**src/rtl/tsig_pkg.sv**
```systemverilog
package tsig_pkg;
    typedef enum logic [0:0] {
        XF_PASS = 1'b0,
        XF_INC  = 1'b1
    } xform_e;
endpackage

```
**src/rtl/tsig_req_delay.sv**
```systemverilog
module tsig_req_delay #(
    parameter int DLY = 0
) (
    input  logic clk,
    input  logic rst_n,
    input  logic tog_i,
    output logic tog_o
);
    generate
        if (DLY == 0) begin : g_direct
            assign tog_o = tog_i;
        end else begin : g_shift
            logic [DLY-1:0] sh_d, sh_q;

            always_comb begin
                sh_d = DLY'({sh_q, tog_i});
            end

            always_ff @(posedge clk or negedge rst_n) begin
                if (!rst_n) sh_q <= '0;
                else        sh_q <= sh_d;
            end

            assign tog_o = sh_q[DLY-1];
        end
    endgenerate
endmodule

```
**src/rtl/tsig_stage.sv**
```systemverilog
module tsig_stage
    import tsig_pkg::*;
#(
    parameter int     W  = 8,
    parameter xform_e XF = XF_PASS
) (
    input  logic         clk,
    input  logic         rst_n,
    input  logic         req_i,
    input  logic [W-1:0] d_i,
    input  logic         ack_i,
    output logic         done_o,
    output logic [W-1:0] q_o
);
    typedef struct packed {
        logic [W-1:0] data;
        logic         done;
    } st_t;

    st_t st_d, st_q;
    logic en;

    always_comb begin
        st_d = st_q;
        en   = ~(st_q.done ^ ack_i);
        if (en && (req_i != st_q.done)) begin
            st_d.data = d_i;
            st_d.done = req_i;
        end
    end

    always_ff @(posedge clk or negedge rst_n) begin
        if (!rst_n) st_q <= '0;
        else        st_q <= st_d;
    end

    assign done_o = st_q.done;

    generate
        if (XF == XF_INC) begin : g_inc
            assign q_o = st_q.data + W'(1);
        end else begin : g_pass
            assign q_o = st_q.data;
        end
    endgenerate

    AST_CAPTURE_OPEN: assert property (@(posedge clk) disable iff (!rst_n)
        !$stable(st_q.done) |-> ($past(st_q.done) == $past(ack_i)));

    AST_ONE_EVENT: assert property (@(posedge clk) disable iff (!rst_n)
        !$stable(st_q.done) |-> ($past(req_i) != $past(st_q.done)));

    AST_NO_OVERRUN: assert property (@(posedge clk) disable iff (!rst_n)
        (st_q.done != ack_i) |=> $stable(st_q.data));
endmodule

```
**src/rtl/tsig_pipe.sv**
```systemverilog
module tsig_pipe
    import tsig_pkg::*;
#(
    parameter int     W       = 8,
    parameter int     DEPTH   = 4,
    parameter int     REQ_DLY = 0,
    parameter xform_e XF      = XF_PASS
) (
    input  logic         clk,
    input  logic         rst_n,
    input  logic [W-1:0] up_data,
    input  logic         up_req,
    output logic         up_ack,
    output logic [W-1:0] dn_data,
    output logic         dn_req,
    input  logic         dn_ack
);
    localparam int NLINK = DEPTH + 1;

    logic [DEPTH-1:0] done;
    logic [NLINK-1:0] req;
    logic [W-1:0]     dat [NLINK];
    logic [DEPTH-1:0] ack_nx;

    assign req[0] = up_req;
    assign dat[0] = up_data;

    generate
        for (genvar i = 0; i < DEPTH; i++) begin : g_stage
            if (i == DEPTH - 1) begin : g_last
                assign ack_nx[i] = dn_ack;
            end else begin : g_mid
                assign ack_nx[i] = done[i+1];
            end

            tsig_stage #(.W(W), .XF(XF)) u_stage (
                .clk    (clk),
                .rst_n  (rst_n),
                .req_i  (req[i]),
                .d_i    (dat[i]),
                .ack_i  (ack_nx[i]),
                .done_o (done[i]),
                .q_o    (dat[i+1])
            );

            tsig_req_delay #(.DLY(REQ_DLY)) u_dly (
                .clk   (clk),
                .rst_n (rst_n),
                .tog_i (done[i]),
                .tog_o (req[i+1])
            );
        end
    endgenerate

    assign up_ack  = done[0];
    assign dn_req  = req[DEPTH];
    assign dn_data = dat[DEPTH];

    AST_RESET_IDLE: assert property (@(posedge clk)
        (rst_n && !$past(rst_n)) |-> (!up_ack && !dn_req));
endmodule

```
**config.mk**
```make
export PLATFORM = sky130hd
export DESIGN_NAME = tsig_pipe
export DESIGN_NICKNAME = d
export VERILOG_FILES = /design/src/rtl/tsig_pkg.sv /design/src/rtl/tsig_req_delay.sv /design/src/rtl/tsig_stage.sv /design/src/rtl/tsig_pipe.sv
export SDC_FILE = /design/constraint.sdc
export NUM_CORES = 1
export LEC_CHECK = 0
export ABC_AREA = 1
export BUFFER_PORTS_ARGS = -buffer_cell sky130_fd_sc_hd__buf_2
export CAP_MARGIN = 15
export CORE_ASPECT_RATIO = 0.8
export CORE_MARGIN = 8
export CORE_UTILIZATION = 50
export CTS_CLUSTER_SIZE = 28
export DETAILED_ROUTE_END_ITERATION = 8
export PLACE_DENSITY = 0.71
export SYNTH_ARGS = -nofsm -noshare
export SYNTH_HDL_FRONTEND = slang
export SYNTH_SLANG_ARGS = --single-unit
```
**constraint.sdc**
```tcl
create_clock -name clk -period 1.6 [get_ports clk]
set_clock_uncertainty 0.15 [all_clocks]
set_input_delay 0.08 -clock clk [delete_from_list [all_inputs] [get_ports clk]]
set_output_delay 0.08 -clock clk [all_outputs]
set_load 0.01 [all_outputs]
```
==> qor.csv, run 1 <==
metric,value,unit
path_cells,inv_1 -> nand2_1 -> nand2_2 -> nand2_2 -> nand2_1 -> nand2_1,
rrSetupSlack,180,ps
ios,22,
antenna_found_initial,0,
grt_pass1_vias,1181,
startpoint,g_stage[1].u_stage.done_o$_DFFE_PN0P_,
min_to,g_stage[3].u_stage.done_o$_DFFE_PN0P_,
fin_crit_sh,88.63,%
ys.flop_type,dfrtp_1,
std_cell_rows,18,
detail-route-antenna-nets,0,
synthTopCellsByArea,"dfrtp_1 (55%), nand2_1 (16%), nand3_1 (9.9%)",
grt_max_degree,37,
portBuffers,21,
numCtsBuffers,5,
yosysTopAreaCell,dfrtp_1,
outcome,"finished, final reports clean",
initial_core_util,52.68,%
vias,1143,
ys_seq_elements,36,
leakagePower,1.045,nW
syn2layout_area_growth,17.40,%
routed_via_density,4.723,
ff2ff_path_depth,6,
crit_path_frequent_cell,nand2_1,
slowest_stage,dfrtp_1,
gp_congestion,0.7387,
syn_inst,171,
end_kind,flop,
die_width,79.75,um
dp_cells,224,
crit_fanout,9,
drv_cap,0,
fin_crit,1418,ps
core_region_area,3085,um^2
synth_top_area_share,55.43,%
clk_pin_slew,70,ps
die_h,67.00,um
grt_overflow,0,
fin_nets,213,
wl_per_cell,11.71,um
r2r-end,g_stage[1].u_stage.q_o[1]$_DFFE_PN0P_,
hp-start,dn_ack,
first_pass_iters,4,
cts_tree,yes,
syn_area_per_cell,9.505,um^2
crit_arrival,1440,ps
setup_viol,0,
slew_violations,0,
startpoint_type,flop,
postPlaceCellArea,1717,um^2
synth_edf_count,0,
setup_slack,181.9,ps
relSlewSlack,70.88,%
synthArstFlopShare,100.0,%
vdd_drop_max,0.001049,V
rsz0062_at_grt,no,
synth_common_cells,"nand2_1 (71), dfrtp_1 (36), nand3_1 (32)",
root_buffer,clkbuf_8,
path_class,reg2reg,
diodes,0,
hold_viol_final,0,
postCtsSetupBuffers,0,
dp_hpwl,2054,um
cts_sinks,36,
drtIter0Drc,50,
totalWireLength,2833,um
cts_buffer_depth,2,
hold_path_class,in2reg,
stdcell_area,1908,um^2
grtUsageTotal,12.33,%
holdPathStages,3,
synth_nets,183,
ys_types,18,
p_per_area,2102,nW/um^2
synth_seq_area_share,55.43,%
utilization,61.84,%
slowest_delay,510,ps
htreeDepth,2,
tightest_slew,436.8,ps
yosysWarnings,0,
rr_startpoint,g_stage[1].u_stage.done_o$_DFFE_PN0P_,
drive_gt1_share,21.78,%
preCtsSetupSlack,131.9,ps
syn-cell-area,1625,um^2
synth.most_common_cell,nand2_1,
crit_required,1620,ps
dieArea,5343,um^2
fmaxAchievable,705.1,MHz
layout.cells.non_filler,242,
grt_pass1_wl,5188,um
final.setup.tns,0,ps
insertion_delay,280,ps
drc,0,
metrics by stage:
step | hold slack (ps) | total power [mW]
2_1_floorplan | -365.6 | 3.064
3_3_place_gp | -20.96 | 3.305
3_5_place_dp | -3.132 | 3.393
4_1_cts | 60.37 | 4.060
5_1_grt | 90.25 | 4.408
6_report | 61.60 | 4.011
state kept, by name (all words and copies together) (netlist names):
register	count
g_stage.u_stage.q_o	32
g_stage.u_stage.done_o	4
layout by cell type (no fill, tap or decap), drive strengths merged:
master       instances
nand2               77
dfrtp               36
nand3               33
buf                 23
dlygate4sd3         10
clkbuf               8
inv                  5
xnor2                3
o21ai                3
nor2                 2
nand3b               1
a21oi                1
worst max-delay path by stage:
| stage | to | slack, ps | cells past startpoint |
|---|---|---|---|
| 2_1_floorplan | g_stage[0].u_stage.q_o[0]$_DFFE_PN0P_ | 260 | 4 |
| 3_3_place_gp | g_stage[2].u_stage.q_o[0]$_DFFE_PN0P_ | 170 | 5 |
| 3_5_place_dp | g_stage[2].u_stage.q_o[5]$_DFFE_PN0P_ | 130 | 5 |
| 4_1_cts | g_stage[2].u_stage.q_o[5]$_DFFE_PN0P_ | 110 | 5 |
| 5_1_grt | g_stage[2].u_stage.q_o[0]$_DFFE_PN0P_ | 60 | 6 |
| 6_report | g_stage[1].u_stage.q_o[1]$_DFFE_PN0P_ | 180 | 6 |
layout make-up:
| cell class | count | area (um^2) |
|---|---|---|
| fill | 257 | 1177 |
| sequential | 36 | 902.1 |
| multi-input combinational | 120 | 626.9 |
| timing repair buffer | 33 | 220.2 |
| clock buffer | 8 | 90.09 |
| tap | 40 | 50.05 |
| inverter | 5 | 18.77 |
kinds of logic (layout without fill, tap and decap cells):
logic type             count (synthesis)  in the layout  synth area share [%]
AO/OA/AOI/OAI                          4              4                 1.231
XOR/XNOR                               3              3                 4.388
buffers and inverters                 15             46                 6.004
flip-flops                            36             36                 55.43
AND/OR/NAND/NOR                      113            113                 32.95
metal layers:
metal,track usage (%),wire length (um),vias up
li1,-,-,600
met1,15.32,1337,520
met2,19.19,1324,21
met3,4.032,154,2
met4,5.430,16,0
met5,0,0,-
critical path: cells and delay by family (launching register included):
family | cells | cell delay (ps)
flip-flops | 1 | 510
AND/OR/NAND/NOR | 5 | 530
buffers and inverters | 1 | 130
power breakdown:
group	internal [mW]	switching (mW)	total (mW)
logic	0.680	1.03	1.71
registers	1.32	0.338	1.65
clock network	0.351	0.293	0.644
what timing repair did:
action / 4_1_cts / 5_1_grt
hold buffers: 10 / 0
resized for setup: 0 / 1
setup endpoints to repair: 0 / 5
hold endpoints to repair: 45 / 0
No activity file was read; power rests on OpenSTA's default activity.
==> run 2, diff against run 1 <==
CELL_PAD_IN_SITES_DETAIL_PLACEMENT = 1   (was default)
CELL_PAD_IN_SITES_GLOBAL_PLACEMENT = 1   (was default)
CORE_UTILIZATION = 43   (was 50)
PLACE_DENSITY = default   (was 0.71)
PLACE_DENSITY_LB_ADDON = 0.1   (was default)
==> run 2 against run 1 <==
Compared with the run above: worst hold slack worse by 9.9 ps; power is 3.9% higher; worst setup slack worse by 16 ps; critical path depth stayed put; combinational power is 8% higher; clock power is 3.7% higher; flip-flop and latch count stayed put; global-route usage is 0.85 points higher; cell area is 0.85% higher; largest cell class unchanged.
==> qor.csv, run 2 (synthesized netlist as in run 1, its figures left out) <==
metric,value,unit,change
outcome,"finished, final reports clean",,
final.setup.tns,0,ps,unchanged
timing.hold.ws,51.65,ps,-9.948 ps
die_h,70.99,um,+6.0%
postPlaceCellArea,1729,um^2,+0.73%
crit_arrival,1470,ps,+30 ps
crit_required,1630,ps,about the same
rsz0062_at_grt,no,,
diodes,0,,unchanged
fmaxAchievable,697.1,MHz,-1.1%
largest_reg_flops,32,,unchanged
slew_violations,0,,unchanged
ios,22,,unchanged
root_buffer,clkbuf_8,,
path_class,reg2reg,,
multi_input_area,626.9,um^2,unchanged
relSlewSlack,69.26,%,-1.6 points
die_width,84.74,um,+6.3%
grt_pass1_wl,6258,um,+21%
detail-route-antenna-nets,0,,unchanged
fin_crit,1435,ps,+16.36 ps
drc,0,,unchanged
syn2layout_area_growth,18.40,%,
core_region_area,3704,um^2,+20%
finalPower,4.168,mW,+3.9%
vdd_drop_max,0.0007941,V,-24%
crit_fanout,9,,unchanged
gp_congestion,0.7077,,-4.2%
htreeDepth,2,,unchanged
p_per_area,2166,nW/um^2,+3.0%
initial_core_util,43.89,%,-8.8 points
first_pass_iters,4,,unchanged
dp_hpwl,2408,um,+17%
stdcell_area,1924,um^2,+0.85%
hold_viol_final,0,,unchanged
grtUsageTotal,13.18,%,+0.85 points
vias,1212,,+6.0%
grt_pass1_vias,1340,,+13%
startpoint_type,flop,,
layout_commonest_cell,nand2_1,,
hold_path_class,in2reg,,
holdPathStages,3,,unchanged
insertion_delay,290,ps,about the same
routed_via_density,4.907,,+3.9%
grt_overflow,0,,unchanged
antenna_found_initial,0,,unchanged
setup_viol,0,,unchanged
cts_tree,yes,,
final_cell_mix,"nand2_1 (71), dfrtp_1 (34), nand3_1 (32), buf_2 (21), dlygate4sd3_1 (10)",,
dieArea,6015,um^2,+13%
drive_gt1_share,23.65,%,+1.9 points
tightest_slew,461.1,ps,+24.36 ps
fin_nets,214,,+0.47%
drv_cap,0,,unchanged
num-fill-cells,446,,+74%
drtIter0Drc,77,,+54%
portBuffers,21,,unchanged
cts_buffer_depth,2,,unchanged
totalWireLength,3465,um,+22%
grt_max_degree,37,,unchanged
regArea,903.4,um^2,+0.14%
end_kind,flop,,
numCtsBuffers,5,,unchanged
clk_pin_slew,70,ps,about the same
ff2ff_path_depth,6,,unchanged
wl_per_cell,14.03,um,+20%
leakagePower,1.054,nW,+0.88%
std_cell_rows,20,,+2
fin_crit_sh,89.66,%,+1.0 points
cts_sinks,36,,unchanged
==> run 2: changes by cell type in the layout (fill, tap and decap cells not counted) <==
cell | before | now
clkinv_2 | 0 | 2
dfrtp_1 | 35 | 34
buf_4 | 2 | 3
clkbuf_1 | 2 | 0
dfrtp_2 | 1 | 2
==> run 2: worst paths after layout <==
kind | startpoint | end | slack (ps)
worst max-delay path | g_stage[1].u_stage.done_o$_DFFE_PN0P_ | g_stage[1].u_stage.q_o[7]$_DFFE_PN0P_ | 170
worst min-delay path | dn_ack | g_stage[3].u_stage.done_o$_DFFE_PN0P_ | 50
worst max register to register | g_stage[1].u_stage.done_o$_DFFE_PN0P_ | g_stage[1].u_stage.q_o[7]$_DFFE_PN0P_ | 170
worst min register to register | g_stage[0].u_stage.q_o[6]$_DFFE_PN0P_ | g_stage[0].u_stage.q_o[6]$_DFFE_PN0P_ | 330
max in group asynchronous | rst_n | g_stage[2].u_stage.done_o$_DFFE_PN0P_ | 730
min in group asynchronous | rst_n | g_stage[0].u_stage.q_o[5]$_DFFE_PN0P_ | 220
==> run 2: layout make-up <==
cell class / count / area share, %
repair buffers: 34 / 11.83
clock buffers: 6 / 4.291
clock inverters: 2 / 0.5202
well taps: 44 / 2.861
multi-input cells: 120 / 32.57
flip-flops and latches: 36 / 46.94
inverters: 5 / 0.9753
==> run 2: metal layers <==
metal  vias to the layer above  track usage, %  share of wire [%]
met5                         -               0                  0
met4                         0           6.496                2.0
met2                        16           20.05                 47
met3                         7           4.282                4.5
met1                       588           16.42                 46
li1                        601               -                  -
==> run 2: timing repair <==
item                                    in CTS  in global routing
hold buffers                                10                  0
buffers inserted                             0                  0
gates resized for setup                      0                  2
hold endpoints to repair                    45                  0
endpoints found under the setup margin       0                 16
==> run 2: worst max-delay path, stage by stage (launching register included) <==
cell and delay, ps:
dfrtp_2 490, inv_1 110, nand2_1 60, nand2_2 180
nand2_2 150, nand2_1 110, nand2_1 60
==> run 2: per-stage QoR <==
stage               std cells  setup WS [ps]  util (%)
detailed placement        229          82.16     46.69
finish                    247          165.5     51.96
global placement          229          146.5     46.69
CTS                       247          66.65     51.89
floorplan                 171          258.4         -
global route              247          52.12     51.96
==> run 2: power by group <==
group          total, mW  internal (mW)  leakage (nW)  switching (mW)
clock              0.668          0.343        0.0510           0.325
combinational       1.85          0.711         0.549            1.14
sequential          1.65           1.32         0.454           0.334
total               4.17           2.37          1.05            1.80
==> run 3, diff against run 2 <==
ABC_AREA = default   (was 1)
CORE_UTILIZATION = 45   (was 43)
==> run 3 against run 2 <==
Compared with the run above: critical path depth down 1; first-iteration DRC count decreased by 32%; highest routed layer unchanged; cell area grew 18%; worst hold slack worse by 35 ps; flip-flop and latch count stayed put; power grew 24%; global-route usage up 3.5 points.
==> qor.csv, run 3 <==
metric,value,unit,change
outcome,"finished, final reports clean",,
hp-start,up_req,,
finalPower,5.168,mW,+24%
dp_cells,245,,+7.0%
vias,1565,,+29%
yosysWarnings,0,,unchanged
path_class,in2reg,,
syn2layout_area_growth,19.38,%,
initial_core_util,46.01,%,+2.1 points
syn_inst,175,,+2.3%
dp_hpwl,3325,um,+38%
cts_tree,yes,,
ys_types,32,,+14
syn_area_per_cell,10.85,um^2,+14%
first_pass_iters,4,,unchanged
synth-simple-area-share,11.47,%,-21 points
fin_crit,1578,ps,+144.0 ps
routed_via_density,5.951,,+21%
end_kind,flop,,
ios,22,,unchanged
final_cell_mix,"dfrtp_1 (33), buf_2 (21), mux2_2 (16)",,
wl_per_cell,18.73,um,+34%
synth.area.mux_share,10.02,%,+10 points
syn-cell-area,1898,um^2,+17%
tightest_slew,463.8,ps,+2.707 ps
drv_cap,0,,unchanged
insertion_delay,300,ps,about the same
relSlewSlack,69.08,%,-0.18 points
layout.cells.non_filler,263,,+6.5%
crit_fanout,8,,-1
leakagePower,0.8893,nW,-16%
htreeDepth,2,,unchanged
drive_gt1_share,32.52,%,+8.9 points
synth_common_cells,"dfrtp_1 (36), mux2_2 (16), a211oi_1 (14), o22ai_1 (14), buf_4 (12)",,
root_buffer,clkbuf_8,,
ys_seq_elements,36,,unchanged
rrSetupSlack,30,ps,-140 ps
grt_overflow,0,,unchanged
drtIter0Drc,52,,-32%
grt_pass1_wl,8335,um,+33%
vdd_drop_max,0.001022,V,+29%
grt_pass1_vias,1623,,+21%
drc,0,,unchanged
antenna_found_initial,0,,unchanged
synthAdderAreaFrac,0.5933,%,+0.59 points
synthTopCellsByArea,"dfrtp_1 (47%), mux2_2 (9.5%), a211oi_1 (5.5%)",,
grt_max_degree,37,,unchanged
startpoint_type,input pin,,
numCtsBuffers,5,,unchanged
clk_pin_slew,70,ps,about the same
crit_arrival,1610,ps,+140 ps
die_h,74.09,um,+4.4%
ys.flop_type,dfrtp_1,,
synthArstFlopShare,100.0,%,unchanged
cts_sinks,36,,unchanged
synth-compound-area-share,22.74,%,+22 points
setup_viol,0,,unchanged
core_region_area,4125,um^2,+11%
std_cell_rows,21,,+5.0%
portBuffers,21,,unchanged
hold_viol_final,0,,unchanged
layout_commonest_cell,dfrtp_1,,
synth_top_area_share,47.46,%,-8.0 points
grtUsageTotal,16.67,%,+3.5 points
fin_nets,217,,+1.4%
dieArea,6565,um^2,+9.1%
gp_congestion,0.7592,,+7.3%
fin_crit_sh,98.65,%,+9.0 points
synth_xor_area_share,0,%,-4.4 points
detail-route-antenna-nets,0,,unchanged
fmaxAchievable,633.5,MHz,-9.1%
synth.most_common_cell,dfrtp_1,,
largest_reg_flops,32,,unchanged
slew_violations,0,,unchanged
synth_seq_area_share,47.46,%,-8.0 points
die_width,88.61,um,+4.6%
hold_path_class,in2reg,,
rsz0062_at_grt,yes,,
startpoint,dn_ack,,
yosysTopAreaCell,dfrtp_1,,
crit_required,1630,ps,about the same
diodes,0,,unchanged
synth_edf_count,0,,unchanged
totalWireLength,4926,um,+42%
synth_top_family_by_area,compound AO/OA/AOI/OAI gates,,
synth_nets,187,,+2.2%
p_per_area,2281,nW/um^2,+5.3%
rr_startpoint,g_stage[3].u_stage.done_o$_DFFE_PN0P_,,
cts_buffer_depth,2,,unchanged
-- run 3: cell count changes in the layout (fill, tap and decap cells not counted), sizes merged, moves of 5 or more --
| cell | change |
|---|---|
| nand2 | -72 |
| nand3 | -33 |
| mux2 | +16 |
| a211oi | +14 |
| o22ai | +14 |
| buf | +11 |
| nand3b | +8 |
| nor3 | +7 |
| o31ai | +7 |
| o32ai | +7 |
| nor2 | +6 |
| a21oi | +5 |
| nand2b | +5 |
-- run 3: area by class of cell --
cell class	count	area [um^2]
Timing Repair Buffer	44	300.3
Clock buffer	7	96.34
Tap cell	57	71.32
Multi-Input combinational cell	116	853.3
Clock inverter	1	30.03
Inverter	2	10.01
Sequential cell	36	904.6
Fill cell	459	1859
-- run 3: per-stage QoR --
step	area, um^2	hold slack (ps)	setup TNS [ps]	worst slack, ps	util [%]
finish	2266	16.62	0	21.55	54.93
global route	2266	30.25	-107.3	-28.34	54.93
CTS	2252	6.451	0	1.177	54.60
detailed placement	2033	-4.990	-0.7151	-0.7151	49.29
global placement	2033	-12.06	0	53.53	49.29
floorplan	1898	-365.6	0	92.32	-
-- run 3: final timing paths --
kind,depth (start not counted),end
worst max-delay path,5,g_stage[3].u_stage.q_o[0]$_DFFE_PN0P_
worst min-delay path,3,g_stage[0].u_stage.done_o$_DFFE_PN0P_
worst max register to register,3,g_stage[3].u_stage.q_o[0]$_DFFE_PN0P_
worst min register to register,1,g_stage[2].u_stage.q_o[1]$_DFFE_PN0P_
max in group asynchronous,3,g_stage[1].u_stage.done_o$_DFFE_PN0P_
min in group asynchronous,3,g_stage[2].u_stage.q_o[5]$_DFFE_PN0P_
-- run 3: cells by family after synthesis --
| group | count (synthesis) |
|---|---|
| buf+inv | 23 |
| fa+ha+maj | 1 |
| simple gates | 39 |
| mux | 17 |
| compound gates | 59 |
| flops | 36 |
-- run 3: worst max-delay path, cell delays in order --
cell	delay, ps
dlygate4sd3_1	530
buf_2	140
and3b_1	200
a21oi_4	260
mux2_2	380
-- run 3: what timing repair did --
item / CTS / global route
cloned: 0 / 0
buffers inserted: 0 / 1
hold endpoints to repair: 44 / 0
gates resized for setup: 1 / 7
hold buffers: 9 / 0
endpoints found under the setup margin: 6 / 23
-- run 3: where the power goes --
group / leakage (nW) / internal [mW] / switching [mW] / total (mW)
Clock: 0.0645 / 0.550 / 0.335 / 0.885
Sequential: 0.394 / 1.38 / 0.470 / 1.85
Combinational: 0.431 / 1.18 / 1.25 / 2.43
-- run 3: metal layers --
metal	vias up	GRT usage, %	part of all wire, %
li1	721	-	-
met1	805	21.31	45
met2	28	25.81	49
met3	11	4.967	3.8
met4	0	6.542	1.8
met5	-	0	0
